**src/rtl/mdio_pkg.sv**
```systemverilog
package mdio_pkg;
  typedef enum logic [1:0] {
    MOP_WRITE = 2'b01,
    MOP_READ  = 2'b10
  } mdio_op_e;

  localparam int unsigned PREAMBLE_LEN = 32;
  localparam logic [1:0]  START_CODE   = 2'b01;
  localparam logic [1:0]  TA_WRITE     = 2'b10;
endpackage

```
**src/rtl/mdio_clkgen.sv**
```systemverilog
module mdio_clkgen #(
  parameter int unsigned DIV_W = 7
) (
  input  logic             clk,
  input  logic             rst_n,
  input  logic             run,
  input  logic [DIV_W-1:0] div,
  output logic             mdc,
  output logic             rise_stb,
  output logic             fall_stb
);
  logic [DIV_W-1:0] eff, hi_len, lo_len;
  logic [DIV_W-1:0] cnt_q, cnt_d;
  logic             mdc_q, mdc_d;

  always_comb begin
    eff    = (div < DIV_W'(2)) ? DIV_W'(2) : div;
    hi_len = eff >> 1;
    lo_len = eff - hi_len;
  end

  always_comb begin
    cnt_d    = cnt_q;
    mdc_d    = mdc_q;
    rise_stb = 1'b0;
    fall_stb = 1'b0;
    if (!run) begin
      cnt_d = '0;
      mdc_d = 1'b0;
    end else if (!mdc_q) begin
      if (cnt_q == lo_len - DIV_W'(1)) begin
        rise_stb = 1'b1;
        mdc_d    = 1'b1;
        cnt_d    = '0;
      end else begin
        cnt_d = cnt_q + DIV_W'(1);
      end
    end else begin
      if (cnt_q == hi_len - DIV_W'(1)) begin
        fall_stb = 1'b1;
        mdc_d    = 1'b0;
        cnt_d    = '0;
      end else begin
        cnt_d = cnt_q + DIV_W'(1);
      end
    end
  end

  always_ff @(posedge clk or negedge rst_n) begin
    if (!rst_n) begin
      cnt_q <= '0;
      mdc_q <= 1'b0;
    end else begin
      cnt_q <= cnt_d;
      mdc_q <= mdc_d;
    end
  end

  assign mdc = mdc_q;
endmodule

```
**src/rtl/mdio_serializer.sv**
```systemverilog
module mdio_serializer
  import mdio_pkg::*;
#(
  parameter int unsigned PHY_W  = 5,
  parameter int unsigned REG_W  = 5,
  parameter int unsigned DATA_W = 16
) (
  input  logic              clk,
  input  logic              rst_n,
  input  logic              start,
  input  logic              is_read,
  input  logic [PHY_W-1:0]  phy,
  input  logic [REG_W-1:0]  rg,
  input  logic [DATA_W-1:0] wdata,
  input  logic              rise_stb,
  input  logic              fall_stb,
  input  logic              mdio_i,
  output logic              busy,
  output logic              mdio_o,
  output logic              mdio_oe,
  output logic [DATA_W-1:0] rd_data
);
  localparam int unsigned FRAME_LEN = PREAMBLE_LEN + 6 + PHY_W + REG_W + DATA_W;
  localparam int unsigned IDX_W     = $clog2(FRAME_LEN);
  localparam logic [IDX_W-1:0] TA_IDX   = IDX_W'(FRAME_LEN - DATA_W - 2);
  localparam logic [IDX_W-1:0] DATA_IDX = IDX_W'(FRAME_LEN - DATA_W);
  localparam logic [IDX_W-1:0] LAST_IDX = IDX_W'(FRAME_LEN - 1);

  logic                 busy_q, busy_d;
  logic                 rd_q, rd_d;
  logic [FRAME_LEN-1:0] sh_q, sh_d;
  logic [IDX_W-1:0]     idx_q, idx_d;
  logic [DATA_W-1:0]    cap_q, cap_d;
  logic [DATA_W-1:0]    rdat_q, rdat_d;
  mdio_op_e             op;

  assign op = is_read ? MOP_READ : MOP_WRITE;

  always_comb begin
    busy_d = busy_q;
    rd_d   = rd_q;
    sh_d   = sh_q;
    idx_d  = idx_q;
    cap_d  = cap_q;
    rdat_d = rdat_q;
    if (start && !busy_q) begin
      busy_d = 1'b1;
      rd_d   = is_read;
      idx_d  = '0;
      sh_d   = {{PREAMBLE_LEN{1'b1}}, START_CODE, op, phy, rg,
                (is_read ? 2'b00 : TA_WRITE),
                (is_read ? {DATA_W{1'b0}} : wdata)};
    end else if (busy_q) begin
      if (rise_stb && rd_q && idx_q >= DATA_IDX)
        cap_d = {cap_q[DATA_W-2:0], mdio_i};
      if (fall_stb) begin
        sh_d = sh_q << 1;
        if (idx_q == LAST_IDX) begin
          busy_d = 1'b0;
          if (rd_q) rdat_d = cap_q;
        end else begin
          idx_d = idx_q + IDX_W'(1);
        end
      end
    end
  end

  always_ff @(posedge clk or negedge rst_n) begin
    if (!rst_n) begin
      busy_q <= 1'b0;
      rd_q   <= 1'b0;
      sh_q   <= '0;
      idx_q  <= '0;
      cap_q  <= '0;
      rdat_q <= '0;
    end else begin
      busy_q <= busy_d;
      rd_q   <= rd_d;
      sh_q   <= sh_d;
      idx_q  <= idx_d;
      cap_q  <= cap_d;
      rdat_q <= rdat_d;
    end
  end

  assign busy    = busy_q;
  assign mdio_o  = sh_q[FRAME_LEN-1];
  assign mdio_oe = busy_q && !(rd_q && idx_q >= TA_IDX);
  assign rd_data = rdat_q;

  a_r4_change_on_fall: assert property (@(posedge clk) disable iff (!rst_n)
    (busy_q && $past(busy_q) && !$stable(mdio_o)) |-> $past(fall_stb));
  a_r2_end_on_fall: assert property (@(posedge clk) disable iff (!rst_n)
    $fell(busy_q) |-> $past(fall_stb));
  a_r7_rd_hold: assert property (@(posedge clk) disable iff (!rst_n)
    (busy_q && $past(busy_q)) |-> $stable(rdat_q));
  a_r8_op_held: assert property (@(posedge clk) disable iff (!rst_n)
    (busy_q && $past(busy_q)) |-> ($stable(rd_q) && $stable(idx_q) || $past(fall_stb)));
endmodule

```
**src/rtl/mdio_master.sv**
```systemverilog
module mdio_master #(
  parameter int unsigned DIV_W  = 7,
  parameter int unsigned PHY_W  = 5,
  parameter int unsigned REG_W  = 5,
  parameter int unsigned DATA_W = 16
) (
  input  logic              clk,
  input  logic              rst_n,
  input  logic              cfg_we,
  input  logic [DIV_W-1:0]  cfg_div,
  input  logic              cfg_ext,
  input  logic              cmd_we,
  input  logic              cmd_read,
  input  logic [PHY_W-1:0]  cmd_phy,
  input  logic [REG_W-1:0]  cmd_reg,
  input  logic [DATA_W-1:0] cmd_wdata,
  output logic              busy,
  output logic [DATA_W-1:0] rd_data,
  output logic              bus_ext,
  output logic              mdc,
  output logic              mdio_o,
  output logic              mdio_oe,
  input  logic              mdio_i
);
  logic [1:0]       rst_sync_q;
  logic             rst_n_s;
  logic [DIV_W-1:0] div_q, div_d;
  logic             ext_q, ext_d;
  logic             rise_stb, fall_stb;

  always_ff @(posedge clk or negedge rst_n) begin
    if (!rst_n) rst_sync_q <= 2'b00;
    else        rst_sync_q <= {rst_sync_q[0], 1'b1};
  end
  assign rst_n_s = rst_sync_q[1];

  always_comb begin
    div_d = div_q;
    ext_d = ext_q;
    if (cfg_we) begin
      div_d = cfg_div;
      ext_d = cfg_ext;
    end
  end

  always_ff @(posedge clk or negedge rst_n_s) begin
    if (!rst_n_s) begin
      div_q <= '0;
      ext_q <= 1'b0;
    end else begin
      div_q <= div_d;
      ext_q <= ext_d;
    end
  end

  assign bus_ext = ext_q;

  mdio_clkgen #(.DIV_W(DIV_W)) u_clk (
    .clk(clk), .rst_n(rst_n_s), .run(busy), .div(div_q),
    .mdc(mdc), .rise_stb(rise_stb), .fall_stb(fall_stb)
  );

  mdio_serializer #(.PHY_W(PHY_W), .REG_W(REG_W), .DATA_W(DATA_W)) u_ser (
    .clk(clk), .rst_n(rst_n_s), .start(cmd_we), .is_read(cmd_read),
    .phy(cmd_phy), .rg(cmd_reg), .wdata(cmd_wdata),
    .rise_stb(rise_stb), .fall_stb(fall_stb), .mdio_i(mdio_i),
    .busy(busy), .mdio_o(mdio_o), .mdio_oe(mdio_oe), .rd_data(rd_data)
  );

  a_r3_mdc_idle_low: assert property (@(posedge clk) disable iff (!rst_n_s)
    !busy |-> !mdc);
  a_r3_one_strobe: assert property (@(posedge clk) disable iff (!rst_n_s)
    $onehot0({rise_stb, fall_stb}));
endmodule

```
**config.mk**
```make
export PLATFORM = sky130hd
export DESIGN_NAME = mdio_master
export DESIGN_NICKNAME = d
export VERILOG_FILES = /design/src/rtl/mdio_pkg.sv /design/src/rtl/mdio_clkgen.sv /design/src/rtl/mdio_serializer.sv /design/src/rtl/mdio_master.sv
export SDC_FILE = /design/constraint.sdc
export NUM_CORES = 1
export LEC_CHECK = 0
export ABC_AREA = 1
export CAP_MARGIN = 20
export CORE_ASPECT_RATIO = 0.7
export CORE_MARGIN = 3
export CORE_UTILIZATION = 57
export CTS_CLUSTER_SIZE = 10
export DETAILED_ROUTE_END_ITERATION = 8
export DONT_BUFFER_PORTS = 1
export PLACE_DENSITY_LB_ADDON = 0.25
export SETUP_SLACK_MARGIN = 0.02
export SLEW_MARGIN = 20
export SYNTH_ARGS = -nofsm -noshare
export SYNTH_HDL_FRONTEND = slang
export SYNTH_HIERARCHICAL = 1
export SYNTH_SLANG_ARGS = --single-unit
```
**constraint.sdc**
```tcl
create_clock -name clk -period 4.1 [get_ports clk]
set_input_delay 0.205 -clock clk [delete_from_list [all_inputs] [get_ports clk]]
set_output_delay 0.205 -clock clk [all_outputs]
set_load 0.05 [all_outputs]
```
Word-level counts from Yosys, hierarchy flattened
Index checks and enable logic that the tools add are counted.
{"block": "totals", "output_inout_bits": 21, "reg_bits": 122, "elab_cells": 65, "inputBits": 40}
{"block": "classes", "bitwise": 1, "add_sub_neg": 5, "n_eq_ne": 4, "mux": 28, "n_lt_le_gt_ge": 3, "reduce_logical": 13}
{"operator": "$mux W64", "n": 3}
{"operator": "$mux W7", "n": 5}
{"operator": "$mux W6", "n": 4}
{"operator": "$mux W16", "n": 1}
{"operator": "$eq A7 B7 Y1", "n": 2}
{"operator": "$mux W1", "n": 13}
{"operator": "$ge A6 B6 Y1 const B", "n": 2}
{"operator": "$add A7 B1 Y7 const B", "n": 1}
{"operator": "$lt A7 B2 Y1 const B", "n": 1}
{"operator": "$sub A6 B1 Y7 const B", "n": 1}
{"operator": "$sub A7 B1 Y7 const B", "n": 1}
{"operator": "$sub A7 B6 Y7", "n": 1}
{"operator": "$add A6 B1 Y6 const B", "n": 1}
{"operator": "$eq A6 B6 Y1 const B", "n": 1}
{"operator": "$reduce_and A3 Y1", "n": 2}
{"operator": "$logic_and A1 B1 Y1", "n": 5}
{"operator": "$reduce_and A5 Y1", "n": 1}
{"operator": "$mux W2", "n": 2}
{"operator": "$reduce_bool A2 Y1", "n": 2}
{"operator": "$logic_not A1 Y1", "n": 2}
{"operator": "$ne A2 B1 Y1 const B", "n": 1}
{"operator": "$reduce_and A2 Y1", "n": 1}
{"operator": "$not A1 Y1", "n": 1}

Depth between registers and ports, before layout
Gate-level depths: netlist of run 1.
{"block": "logic_depth", "depth_word": 11, "mapped_depth": 22, "ltp_nobuf": 22}

Cells and area by module
The synthesis of run 1 kept the hierarchy.
{"mod": "mdio_serializer", "cells_per_inst": 469, "seq_area_each_um2": 2602.5, "instances": 1, "area_per_inst_um2": 4296.6}
{"mod": "mdio_clkgen", "cells_per_inst": 194, "seq_area_each_um2": 200.2, "instances": 1, "area_per_inst_um2": 1197.4}
{"mod": "mdio_master", "cells_per_inst": 37, "seq_area_each_um2": 250.2, "instances": 1, "area_per_inst_um2": 359.1}

Least setup slack after synthesis of run 1
Ideal clock, no wire load.
{"block": "synth_path", "path_type": "reg-to-reg", "from": "register div_q[6]", "to": "register u_ser.cap_q[10]", "stages_incl_launch_ff": 19, "slack_ns": 0.946, "synth_period_minus_slack_ns": 3.154, "required_time_ns": 3.970, "t_arrival_ns": 3.024, "cell_sequence": "dfrtp_1 > inv_1 > ha_1 > nand3_4 > nand2_4 > inv_1 > ha_1 > fa_1 > xnor2_1 > nand2_1 > nor2_1 > nand3_1 > nor2_1 > nand3_2 > nor2_1 > nand2_1 > nor3_2 > clkbuf_1 > o21ai_0"}
{"block": "synth_between", "elab_chain_len": 11}
{"item": "from (decl)", "line": "mdio_master.sv:27", "rtl": "logic [DIV_W-1:0] div_q, div_d;"}
{"item": "from (signal assigned)", "line": "mdio_master.sv:51", "rtl": "div_q <= div_d;"}
{"item": "$lt A7 B2 Y1", "line": "mdio_clkgen.sv:17", "rtl": "eff = (div < DIV_W'(2)) ? DIV_W'(2) : div;"}
{"item": "$mux W7 (*)", "line": "mdio_clkgen.sv:17"}
{"item": "$sub A7 B6 Y7 (*)", "line": "mdio_clkgen.sv:19", "rtl": "lo_len = eff - hi_len;"}
{"item": "$sub A7 B1 Y7 (*)", "line": "mdio_clkgen.sv:31", "rtl": "if (cnt_q == lo_len - DIV_W'(1)) begin"}
{"item": "$eq A7 B7 Y1 (*)", "line": "mdio_clkgen.sv:31"}
{"item": "$mux W1 (*)", "line": "mdio_clkgen.sv:31"}
{"item": "$mux W1 (*)", "line": "mdio_clkgen.sv:30", "rtl": "end else if (!mdc_q) begin"}
{"item": "$mux W1 (*)", "line": "mdio_clkgen.sv:27", "rtl": "if (!run) begin"}
{"item": "via rise_stb", "line": "mdio_master.sv:29", "rtl": "logic rise_stb, fall_stb;"}
{"item": "$logic_and A1 B1 Y1 (*) (2 in series)", "line": "mdio_serializer.sv:54", "rtl": "if (rise_stb && rd_q && idx_q >= DATA_IDX)"}
{"item": "$reduce_and A3 Y1 (no source line) (*)"}
{"item": "to (signal assigned)", "line": "mdio_serializer.sv:81", "rtl": "cap_q <= cap_d;"}
{"item": "to (decl)", "line": "mdio_serializer.sv:33", "rtl": "logic [DATA_W-1:0] cap_q, cap_d;"}
Mark *: on every way through the listed nets, which the timed path passes. The rest lies on a longest branch.
A chain may end at the register's enable or synchronous reset.

Worst setup path in the final report of run 1
{"block": "layout_path", "from": "register div_q[6]", "to": "register u_ser.rdat_q[6], in the netlist u_ser/rd_data[6]"}
{"block": "layout_between", "elab_chain_len": 8}
{"item": "$lt A7 B2 Y1", "line": "mdio_clkgen.sv:17"}
{"item": "$mux W7 (*)", "line": "mdio_clkgen.sv:17"}
{"item": "$sub A6 B1 Y7 (*)", "line": "mdio_clkgen.sv:39", "rtl": "if (cnt_q == hi_len - DIV_W'(1)) begin"}
{"item": "$eq A7 B7 Y1 (*)", "line": "mdio_clkgen.sv:39"}
{"item": "$mux W1 (*)", "line": "mdio_clkgen.sv:39"}
{"item": "$mux W1 (*)", "line": "mdio_clkgen.sv:30"}
{"item": "$mux W1 (*)", "line": "mdio_clkgen.sv:27"}
{"item": "via fall_stb", "line": "mdio_master.sv:29"}
{"item": "$reduce_and A5 Y1 (no source line) (*)"}
{"item": "to (signal assigned)", "line": "mdio_serializer.sv:82", "rtl": "rdat_q <= rdat_d;"}
{"item": "to (decl)", "line": "mdio_serializer.sv:34", "rtl": "logic [DATA_W-1:0] rdat_q, rdat_d;"}
Marked as above.

==> results of run 1 <==
## critical path, cell delays in order (launching register included)
cell and delay [ps]:
dfrtp_1 430, inv_1 110, ha_1 240, nand3_4 160, nand2_4 140, inv_1 80, ha_1 340, nand2_1 80
nand2_1 50, nor2_1 110, nand3_1 120, nor2_1 100, nand2_1 70, nor2_2 100, nand3_2 120, nor2_1 200
nand2_2 150, inv_2 100, nand3_2 430, o21ai_0 340
## power groups by stage
stage	sequential, µW	combinational [µW]	clock, µW
6_report	1650	703	1310
5_1_grt	1690	819	1400
4_1_cts	1650	697	1330
3_5_place_dp	1670	656	0
3_3_place_gp	1660	629	0
2_1_floorplan	1610	552	0
## Yosys cell counts, drive strengths merged
cell | number | area [µm²]
xor2 | 5 | 43.8
o31ai | 1 | 7.51
ha | 16 | 200
buf | 21 | 120
xnor2 | 3 | 26.3
or2 | 1 | 6.26
nand3b | 1 | 7.51
inv | 88 | 330
a31oi | 14 | 87.6
nor3 | 2 | 15.0
nand4 | 5 | 31.3
conb | 1 | 3.75
dlygate4sd3 | 1 | 10.0
dfrtp | 122 | 3050
nor3b | 2 | 15.0
nor2 | 54 | 234
fa | 1 | 20.0
o22ai | 1 | 6.26
clkbuf | 8 | 30.0
nand2 | 231 | 882
a21oi | 11 | 55.1
a22o | 1 | 8.76
o21ai | 36 | 180
o221ai | 13 | 114
a22oi | 7 | 52.6
o211ai | 1 | 7.51
nand3 | 53 | 305
## area by class of cell
class | instances | area [µm²]
Clock buffer | 19 | 443
Clock inverter | 12 | 78.8
Fill cell | 765 | 3010
Inverter | 88 | 330
Multi-Input combinational cell | 460 | 2310
Sequential cell | 122 | 3060
Tap cell | 128 | 160
Timing Repair Buffer | 45 | 445
## sequential cells by signal (all words and copies together), names as in the netlist, 2 cells and up
name and flops:
u_ser/sh_q 64, u_ser/cap_q 16, u_ser/rd_data 16, div_q 7, u_clk/cnt_q 7, u_ser/idx_q 6
rst_sync_q 2
## per-stage QoR
| step | setup slack (ps) | std cells |
|---|---|---|
| global placement | 704 | 805 |
| finish | 525 | 874 |
| detailed placement | 590 | 805 |
| global route | 126 | 874 |
| CTS | 524 | 874 |
| floorplan | 449 | 700 |
## cell families after synthesis
logic type	after synthesis	synth area share (%)
XOR/XNOR	8	1.20
flip-flops	122	52.2
adder cells (fa/ha/maj)	17	3.76
buffers and inverters	118	8.38
other	1	0.0641
AND/OR/NAND/NOR	349	25.6
AO/OA/AOI/OAI	85	8.87
## metal layers
| metal | vias up | GRT usage (%) | part of all wire [%] |
|---|---|---|---|
| met5 | - | 0 | 0 |
| met4 | 0 | 8.04 | 1.6 |
| met3 | 24 | 6.97 | 5.8 |
| met2 | 155 | 36.4 | 46 |
| met1 | 2186 | 32.1 | 46 |
| li1 | 2290 | - | - |
## worst paths after layout
check,start,end,slack [ps],depth (start not counted)
max,div_q[6],u_ser/rd_data[6],520,19
min,rst_n,rst_sync_q[0],30,1
max reg2reg,div_q[6],u_ser/rd_data[6],520,19
min reg2reg,rst_sync_q[0],rst_sync_q[1],370,0
max in group asynchronous,rst_sync_q[1],u_ser/idx_q[2],2720,1
min in group clk,cmd_we,u_ser/busy,130,4
==> impl_metrics.py, run 1 <==
metrics = {
    "place": {
        "dpl.hpwl_um": 8000,
        "gp_congestion": 0.938,
        "portBuffers": 0,
        "postPlaceCellArea_um2": 5920,
    },
    "power_and_ir_drop": {
        "power_switching_uw": 1140,
        "p_seq_share_pct": 45.1,
        "switching_share_pct": 31.0,
        "ir_worst_vdd_v": 0.000333,
        "total_power_uw": 3670,
        "comb_power_share_pct": 19.2,
        "power_density_nw_per_um2": 538,
        "power.share.clock_pct": 35.8,
        "p_leak_uw": 0.00341,
        "internal_power_uw": 2530,
    },
    "die": {
        "fp.dieH_um": 90.8,
        "ios": 61,
        "start_util_pct": 59.5,
        "die-area_um2": 11500,
        "num_rows": 30,
        "coreArea_um2": 9830,
        "die-width_um": 127,
    },
    "setup_path": {
        "crit_type": "flop to flop",
        "arrival_ps": 3880,
        "start_kind": "flop",
        "cp_max_fo": 32,
        "crit_required_ps": 4400,
        "crit_path_end_kind": "flop",
    },
    "yosys": {
        "synth_warnings": 6,
        "ys_ff_latch": 122,
        "syn_inst": 700,
        "avgSynthCellArea_um2": 8.36,
        "yosysUniqueCellTypes": 38,
        "ys_seq_area_share_pct": 52.2,
        "syn_area_um2": 5850,
        "syn_nets": 757,
    },
    "clock_network": {
        "cts_buffer_depth": 2,
        "path_clk_slew_ps": 60,
        "cts_sinks": 122,
        "tritoncts": "built",
        "cts_made_buffers": 17,
        "cts_setup_buffers": 0,
        "insertion_delay_ps": 410,
        "ctsHoldBuffers": 38,
        "ctsResizeCount": 0,
        "h-tree-depth": 4,
        "cts-root-buf": "clkbuf_16",
    },
    "final_layout": {
        "layout.nets": 791,
        "final_common_cell": "nand2_1",
        "postLayoutCoreUtil_pct": 69.4,
        "drive_gt1_share_pct": 8.04,
        "n_antenna_cell": 0,
        "areaGrowthSynthToFinish_pct": 16.6,
        "final_cell_mix": "nand2_1 (227), dfrtp_1 (121), inv_1 (84), nand3_1 (48), nor2_1 (47)",
        "stdcell_area_um2": 6820,
    },
    "grt": {
        "grt_max_degree": 76,
        "grt_overflow": 0,
        "grt_antenna_before_repair": 0,
        "grt_usage_pct": 23.6,
        "grt_pass1_vias": 4735,
        "grt_pass1_wl_um": 22100,
    },
    "sta": {
        "finClkSkew_ps": 6.81,
        "period_share_pct": 87.2,
        "worst_pin_slew_ps": 1110,
        "slew_headroom_pct": 26.1,
        "setup_tns_ps": 0,
        "slew_viol_final": 0,
        "fmax_mhz": 280,
        "grt_setup_unrepaired": "false",
        "hold_ws_ps": 27.4,
        "timing.final.crit_period_ps": 3580,
        "hold_violations": 0,
        "setup-violations-final": 0,
    },
    "hold_path": {
        "hp-class": "input pin to async pin",
    },
    "route": {
        "antenna_left": 0,
        "wirelength_um": 12500,
        "drc": 0,
        "via_per_inst": 5.33,
        "firstDrtPassIters": 5,
        "drtIter0Drc": 498,
        "wl_per_cell_um": 14.2,
        "vias": 4655,
    },
    "status": {
        "status": "finished clean",
    },
    "run": {
        "cap_violations": 0,
    },
}
Note: power is estimated with default switching activity, not from simulation.
==> run 2: changes to the inputs <==
--- a/config.mk
+++ b/config.mk
@@ -9,7 +9,7 @@
 export CAP_MARGIN = 20
 export CORE_ASPECT_RATIO = 0.7
 export CORE_MARGIN = 3
-export CORE_UTILIZATION = 57
+export CORE_UTILIZATION = 40
 export CTS_CLUSTER_SIZE = 10
 export DETAILED_ROUTE_END_ITERATION = 8
 export DONT_BUFFER_PORTS = 1
==> impl_metrics.py, run 2 (synthesis results as in run 1) <==
metrics = {
    "power_and_ir_drop": {
        "power_density_nw_per_um2": 551,
        "p_leak_uw": 0.00345,
        "ir_worst_vdd_v": 0.000233,
    },
    "final_layout": {
        "drive_gt1_share_pct": 8.42,
        "layout.nets": 792,
        "areaGrowthSynthToFinish_pct": 19.3,
        "n_fill_cell": 1304,
        "multiInputGateArea_um2": 2320,
        "postLayoutCoreUtil_pct": 49.5,
        "n_antenna_cell": 0,
        "ff_latch_area_um2": 3060,
        "final_common_cell": "nand2_1",
        "final_cell_mix": "nand2_1 (227), dfrtp_1 (121), inv_1 (84), nand3_1 (48), nor2_1 (47)",
        "largest_reg_flops": 64,
        "top_register": "u_ser/sh_q",
    },
    "sta": {
        "slew_viol_final": 0,
        "hold_ws_ps": 16.3,
        "setup_tns_ps": 0,
        "fmax_mhz": 280,
        "grt_setup_unrepaired": "false",
        "hold_violations": 0,
        "worst_pin_slew_ps": 1090,
        "setup_ws_ps": 524,
        "finClkSkew_ps": 7.49,
        "period_share_pct": 87.2,
        "slew_headroom_pct": 27.4,
        "timing.final.crit_period_ps": 3580,
        "setup-violations-final": 0,
    },
    "die": {
        "num_rows": 36,
        "fp.dieH_um": 107,
        "start_util_pct": 41.5,
        "coreArea_um2": 14100,
        "ios": 61,
        "die-area_um2": 16100,
        "die-width_um": 151,
    },
    "setup_path": {
        "crit_type": "flop to flop",
        "worstReg2RegStart": "div_q[6]",
        "start_kind": "flop",
        "crit_start": "div_q[6]",
        "cpPeakStageDelay_ps": 510,
        "crit_family": "simple AND/OR/NAND/NOR gates",
        "crit_path_end_kind": "flop",
        "crit_slowest_cell": "fa_1",
        "path_buf_inv": 3,
        "worstPathCellList": "inv_1 > ha_1 > nand3_4 > nand2_4 > inv_1 > ha_1 > fa_1 > xnor2_1 > nand2_1 > nor2_1 > nand3_1 > nor2_1 > nand3_2 > nor2_1 > nand2_1 > nor3_4 > buf_4 > nand2_1 > o21ai_0",
        "arrival_ps": 3880,
        "cp_max_fo": 32,
        "crit_required_ps": 4400,
    },
    "route": {
        "drc": 0,
        "drtIter0Drc": 316,
        "firstDrtPassIters": 6,
        "via_per_inst": 4.85,
        "wl_per_cell_um": 13.3,
        "antenna_left": 0,
        "wirelength_um": 12500,
        "vias": 4548,
    },
    "grt": {
        "grt_max_degree": 77,
        "grt.met1_usage_pct": 24.0,
        "busiest_layer": "met2",
        "grt_pass1_vias": 4504,
        "grt_use_met2_pct": 25.4,
        "grt_pass1_wl_um": 21800,
        "grt_antenna_before_repair": 0,
        "grt_overflow": 0,
        "use_met3_pct": 4.14,
        "grt_usage_pct": 16.7,
    },
    "clock_network": {
        "cts_sinks": 122,
        "cts_setup_buffers": 0,
        "h-tree-depth": 4,
        "cts_made_buffers": 17,
        "tritoncts": "built",
        "cts_buffer_depth": 2,
        "cts-root-buf": "clkbuf_16",
        "path_clk_slew_ps": 60,
        "ctsResizeCount": 0,
        "insertion_delay_ps": 400,
    },
    "hold_path": {
        "hold_start": "cmd_read",
        "hp-class": "input pin to flop",
    },
    "status": {
        "status": "finished clean",
    },
    "run": {
        "cap_violations": 0,
    },
    "place": {
        "portBuffers": 0,
        "dpl.hpwl_um": 8380,
        "place_ws_ps": 537,
        "gp_congestion": 0.905,
    },
}
run 2: cell types whose count changed in the layout (fill, tap and decap cells not counted), sizes merged:
cell      before  now
buf            7    8
clkbuf        19   20
clkinvlp       3    4
bufinv         0    2
clkinv         9    2
inv           88   92
run 2: power by group:
| group | total (µW) | leakage [µW] | switching [µW] | internal, µW |
|---|---|---|---|---|
| sequential | 1650 | 0.00135 | 201 | 1450 |
| combinational | 699 | 0.00182 | 392 | 308 |
| clock | 1500 | 0.000286 | 552 | 949 |
| total | 3850 | 0.00345 | 1140 | 2700 |
run 2: what timing repair did:
action,in CTS,in global routing
hold endpoints to repair,38,0
endpoints found under the setup margin,0,0
hold buffers,38,0
run 2: metal layers:
| layer | vias to the layer above | share of wire [%] |
|---|---|---|
| met2 | 76 | 45 |
| met5 | - | 0 |
| li1 | 2293 | - |
| met3 | 6 | 3.7 |
| met4 | 0 | 0.44 |
| met1 | 2173 | 51 |
run 2: final cells by class:
class | instances | area share, %
inverters | 88 | 4.73
well taps | 190 | 3.40
clock inverters | 12 | 1.94
flip-flops and latches | 122 | 43.8
repair buffers | 46 | 6.31
clock buffers | 20 | 6.68
multi-input cells | 460 | 33.2
run 2: worst paths after layout:
check | slack (ps) | depth (start not counted) | endpoint
max in group asynchronous | 2710 | 1 | u_ser/sh_q[45]
min in group asynchronous | 50 | 1 | rst_sync_q[1]
setup reg to reg | 520 | 19 | u_ser/cap_q[8]
setup / recovery | 520 | 19 | u_ser/cap_q[8]
hold / removal | 20 | 2 | u_ser/rd_q
hold reg to reg | 360 | 0 | rst_sync_q[1]
run 2: per-stage QoR:
| step | std cells | area, µm² | total power [µW] |
|---|---|---|---|
| after global placement | 868 | 6000 | 2300 |
| after CTS | 938 | 6980 | 3890 |
| after floorplan | 700 | 5850 | 2160 |
| after global routing | 938 | 6980 | 4100 |
| after detailed placement | 868 | 6000 | 2340 |
| final | 938 | 6980 | 3850 |
==> run 3: changes to the inputs <==
==> constraint.sdc (replaced) <==
create_clock -name clk -period 3.6 [get_ports clk]
set_input_delay 0.18 -clock clk [delete_from_list [all_inputs] [get_ports clk]]
set_output_delay 0.18 -clock clk [all_outputs]
set_load 0.05 [all_outputs]
==> impl_metrics.py, run 3 (synthesis results as in run 1) <==
metrics = {
    "status": {
        "status": "finished clean",
    },
    "power_and_ir_drop": {
        "power_density_nw_per_um2": 612,
        "power_switching_uw": 1300,
        "switching_share_pct": 29.0,
        "power.share.clock_pct": 40.0,
        "internal_power_uw": 3190,
        "p_leak_uw": 0.00356,
        "ir_worst_vdd_v": 0.000419,
        "comb_power_share_pct": 18.3,
        "p_seq_share_pct": 41.7,
    },
    "die": {
        "start_util_pct": 41.5,
        "coreArea_um2": 14100,
        "num_rows": 36,
        "fp.dieH_um": 107,
        "die-width_um": 151,
        "die-area_um2": 16100,
        "ios": 61,
    },
    "final_layout": {
        "largest_reg_flops": 64,
        "drive_gt1_share_pct": 10.7,
        "layout.nets": 822,
        "multiInputGateArea_um2": 2340,
        "areaGrowthSynthToFinish_pct": 25.5,
        "finalNonFillerCells": 968,
        "final_cell_mix": "nand2_1 (226), dfrtp_1 (120), inv_1 (82), dlygate4sd3_1 (54), nand3_1 (48)",
        "final_common_cell": "nand2_1",
        "stdcell_area_um2": 7340,
        "top_register": "u_ser/sh_q",
        "n_antenna_cell": 0,
        "ff_latch_area_um2": 3060,
        "n_fill_cell": 1279,
    },
    "setup_path": {
        "crit_slowest_cell": "dfrtp_1",
        "path_buf_inv": 3,
        "crit_path_end_kind": "flop",
        "crit_required_ps": 3880,
        "start_kind": "flop",
        "crit_family": "simple AND/OR/NAND/NOR gates",
        "arrival_ps": 3660,
        "worstPathCellList": "inv_2 > ha_4 > nand3_4 > nand2_4 > inv_1 > ha_2 > fa_1 > nand2_1 > nand2_1 > nand2_1 > nand2_1 > nor2_2 > nand3_1 > nor2_2 > nand3_2 > nor2_2 > nand2_2 > nor3_4 > clkbuf_16 > o21ai_0",
        "crit_top_cell": "nand2_1",
        "cpPeakStageDelay_ps": 420,
        "crit_type": "flop to flop",
        "cp_max_fo": 8,
    },
    "grt": {
        "grt_pass1_wl_um": 21800,
        "use_met3_pct": 4.99,
        "grt_use_met2_pct": 25.5,
        "grt_max_degree": 61,
        "grt_pass1_vias": 4593,
        "grt_antenna_before_repair": 0,
        "grt_usage_pct": 17.1,
        "busiest_layer": "met2",
        "grt_overflow": 0,
        "grt.met1_usage_pct": 23.6,
    },
    "run": {
        "cap_violations": 0,
    },
    "place": {
        "place_ws_ps": 231,
        "dpl.hpwl_um": 8310,
        "gp_congestion": 0.873,
        "portBuffers": 0,
        "postPlaceCellArea_um2": 6040,
        "dp.cells": 871,
    },
    "sta": {
        "slew_viol_final": 0,
        "hold_violations": 0,
        "fmax_mhz": 296,
        "worst_pin_slew_ps": 791,
        "slew_headroom_pct": 47.3,
        "setup_ws_ps": 224,
        "setup-violations-final": 0,
        "timing.final.crit_period_ps": 3380,
        "finClkSkew_ps": 7.80,
        "period_share_pct": 93.8,
    },
    "route": {
        "antenna_left": 0,
        "vias": 4735,
        "drtIter0Drc": 335,
        "firstDrtPassIters": 5,
        "wl_per_cell_um": 13.7,
        "drc": 0,
        "wirelength_um": 13200,
        "via_per_inst": 4.89,
    },
    "clock_network": {
        "tritoncts": "built",
        "cts_buffer_depth": 2,
        "cts_sinks": 122,
        "h-tree-depth": 4,
        "insertion_delay_ps": 420,
        "path_clk_slew_ps": 50,
        "cts_made_buffers": 17,
        "cts-root-buf": "clkbuf_16",
    },
    "hold_path": {
        "hp-class": "input pin to flop",
    },
}
==> run 3: cell count changes in the layout (fill, tap and decap cells not counted), moves of 3 or more <==
cell / change
nor2_1: -3
buf_4: +10
nor2_2: +3
dlygate4sd3_1: +16
inv_6: -4
clkbuf_1: +3
==> run 3: worst register-to-register path, stage by stage, from the launching register on <==
cell and delay, ps:
dfrtp_1 420, inv_2 100, ha_4 160, nand3_4 110, nand2_4 100, inv_1 60, ha_2 200, fa_1 410
nand2_1 110, nand2_1 50, nand2_1 50, nand2_1 60, nor2_2 110, nand3_1 100, nor2_2 140, nand3_2 130
nor2_2 140, nand2_2 70, nor3_4 400, clkbuf_16 240, o21ai_0 90
==> run 3: worst paths after layout <==
kind	startpoint	to	slack [ps]	cells past startpoint
setup / recovery	div_q[5]	u_ser/cap_q[11]	220	20
hold / removal	cmd_we	u_ser/busy	90	4
setup reg to reg	div_q[5]	u_ser/cap_q[11]	220	20
hold reg to reg	rst_sync_q[0]	rst_sync_q[1]	360	0
max in group asynchronous	rst_sync_q[1]	u_ser/rd_data[10]	2180	1
min in group asynchronous	rst_sync_q[1]	u_ser/sh_q[25]	420	0
==> run 3: stage by stage <==
step | hold WS, ps | util [%] | TNS, ps | total power [µW]
floorplan | -116 | - | 0 | 2460
global placement | -116 | 42.8 | 0 | 2610
detailed placement | -116 | 42.8 | 0 | 2640
CTS | 69.1 | 51.0 | 0 | 4500
global route | 129 | 52.1 | -73.3 | 4770
finish | 85.3 | 52.1 | 0 | 4490
==> run 3: power by group through the flow <==
stage	Clock, µW	Sequential (µW)	Combinational (µW)
2_1_floorplan	0	1830	629
3_3_place_gp	0	1890	729
3_5_place_dp	0	1890	750
4_1_cts	1840	1870	793
5_1_grt	1900	1910	958
6_report	1800	1870	822
==> run 3: cell type report <==
class	instances	share of cell area [%]
Sequential cell	122	41.6
Tap cell	190	3.24
Inverter	88	4.50
Clock buffer	21	6.13
Multi-Input combinational cell	460	31.9
Timing Repair Buffer	76	10.3
Clock inverter	11	2.32
==> run 3: layer usage <==
layer  share of wire (%)  vias up
li1                    -     2354
met1                  49     2276
met2                  45       88
met3                 4.4       17
met4                 1.3        0
met5                   0        -
==> run 3: what timing repair did <==
item / 4_1_cts / 5_1_grt
setup endpoints to repair: 0 / 30
setup buffers: 0 / 8
endpoints found under the hold margin: 39 / 0
resized for setup: 0 / 10
hold buffers: 54 / 0
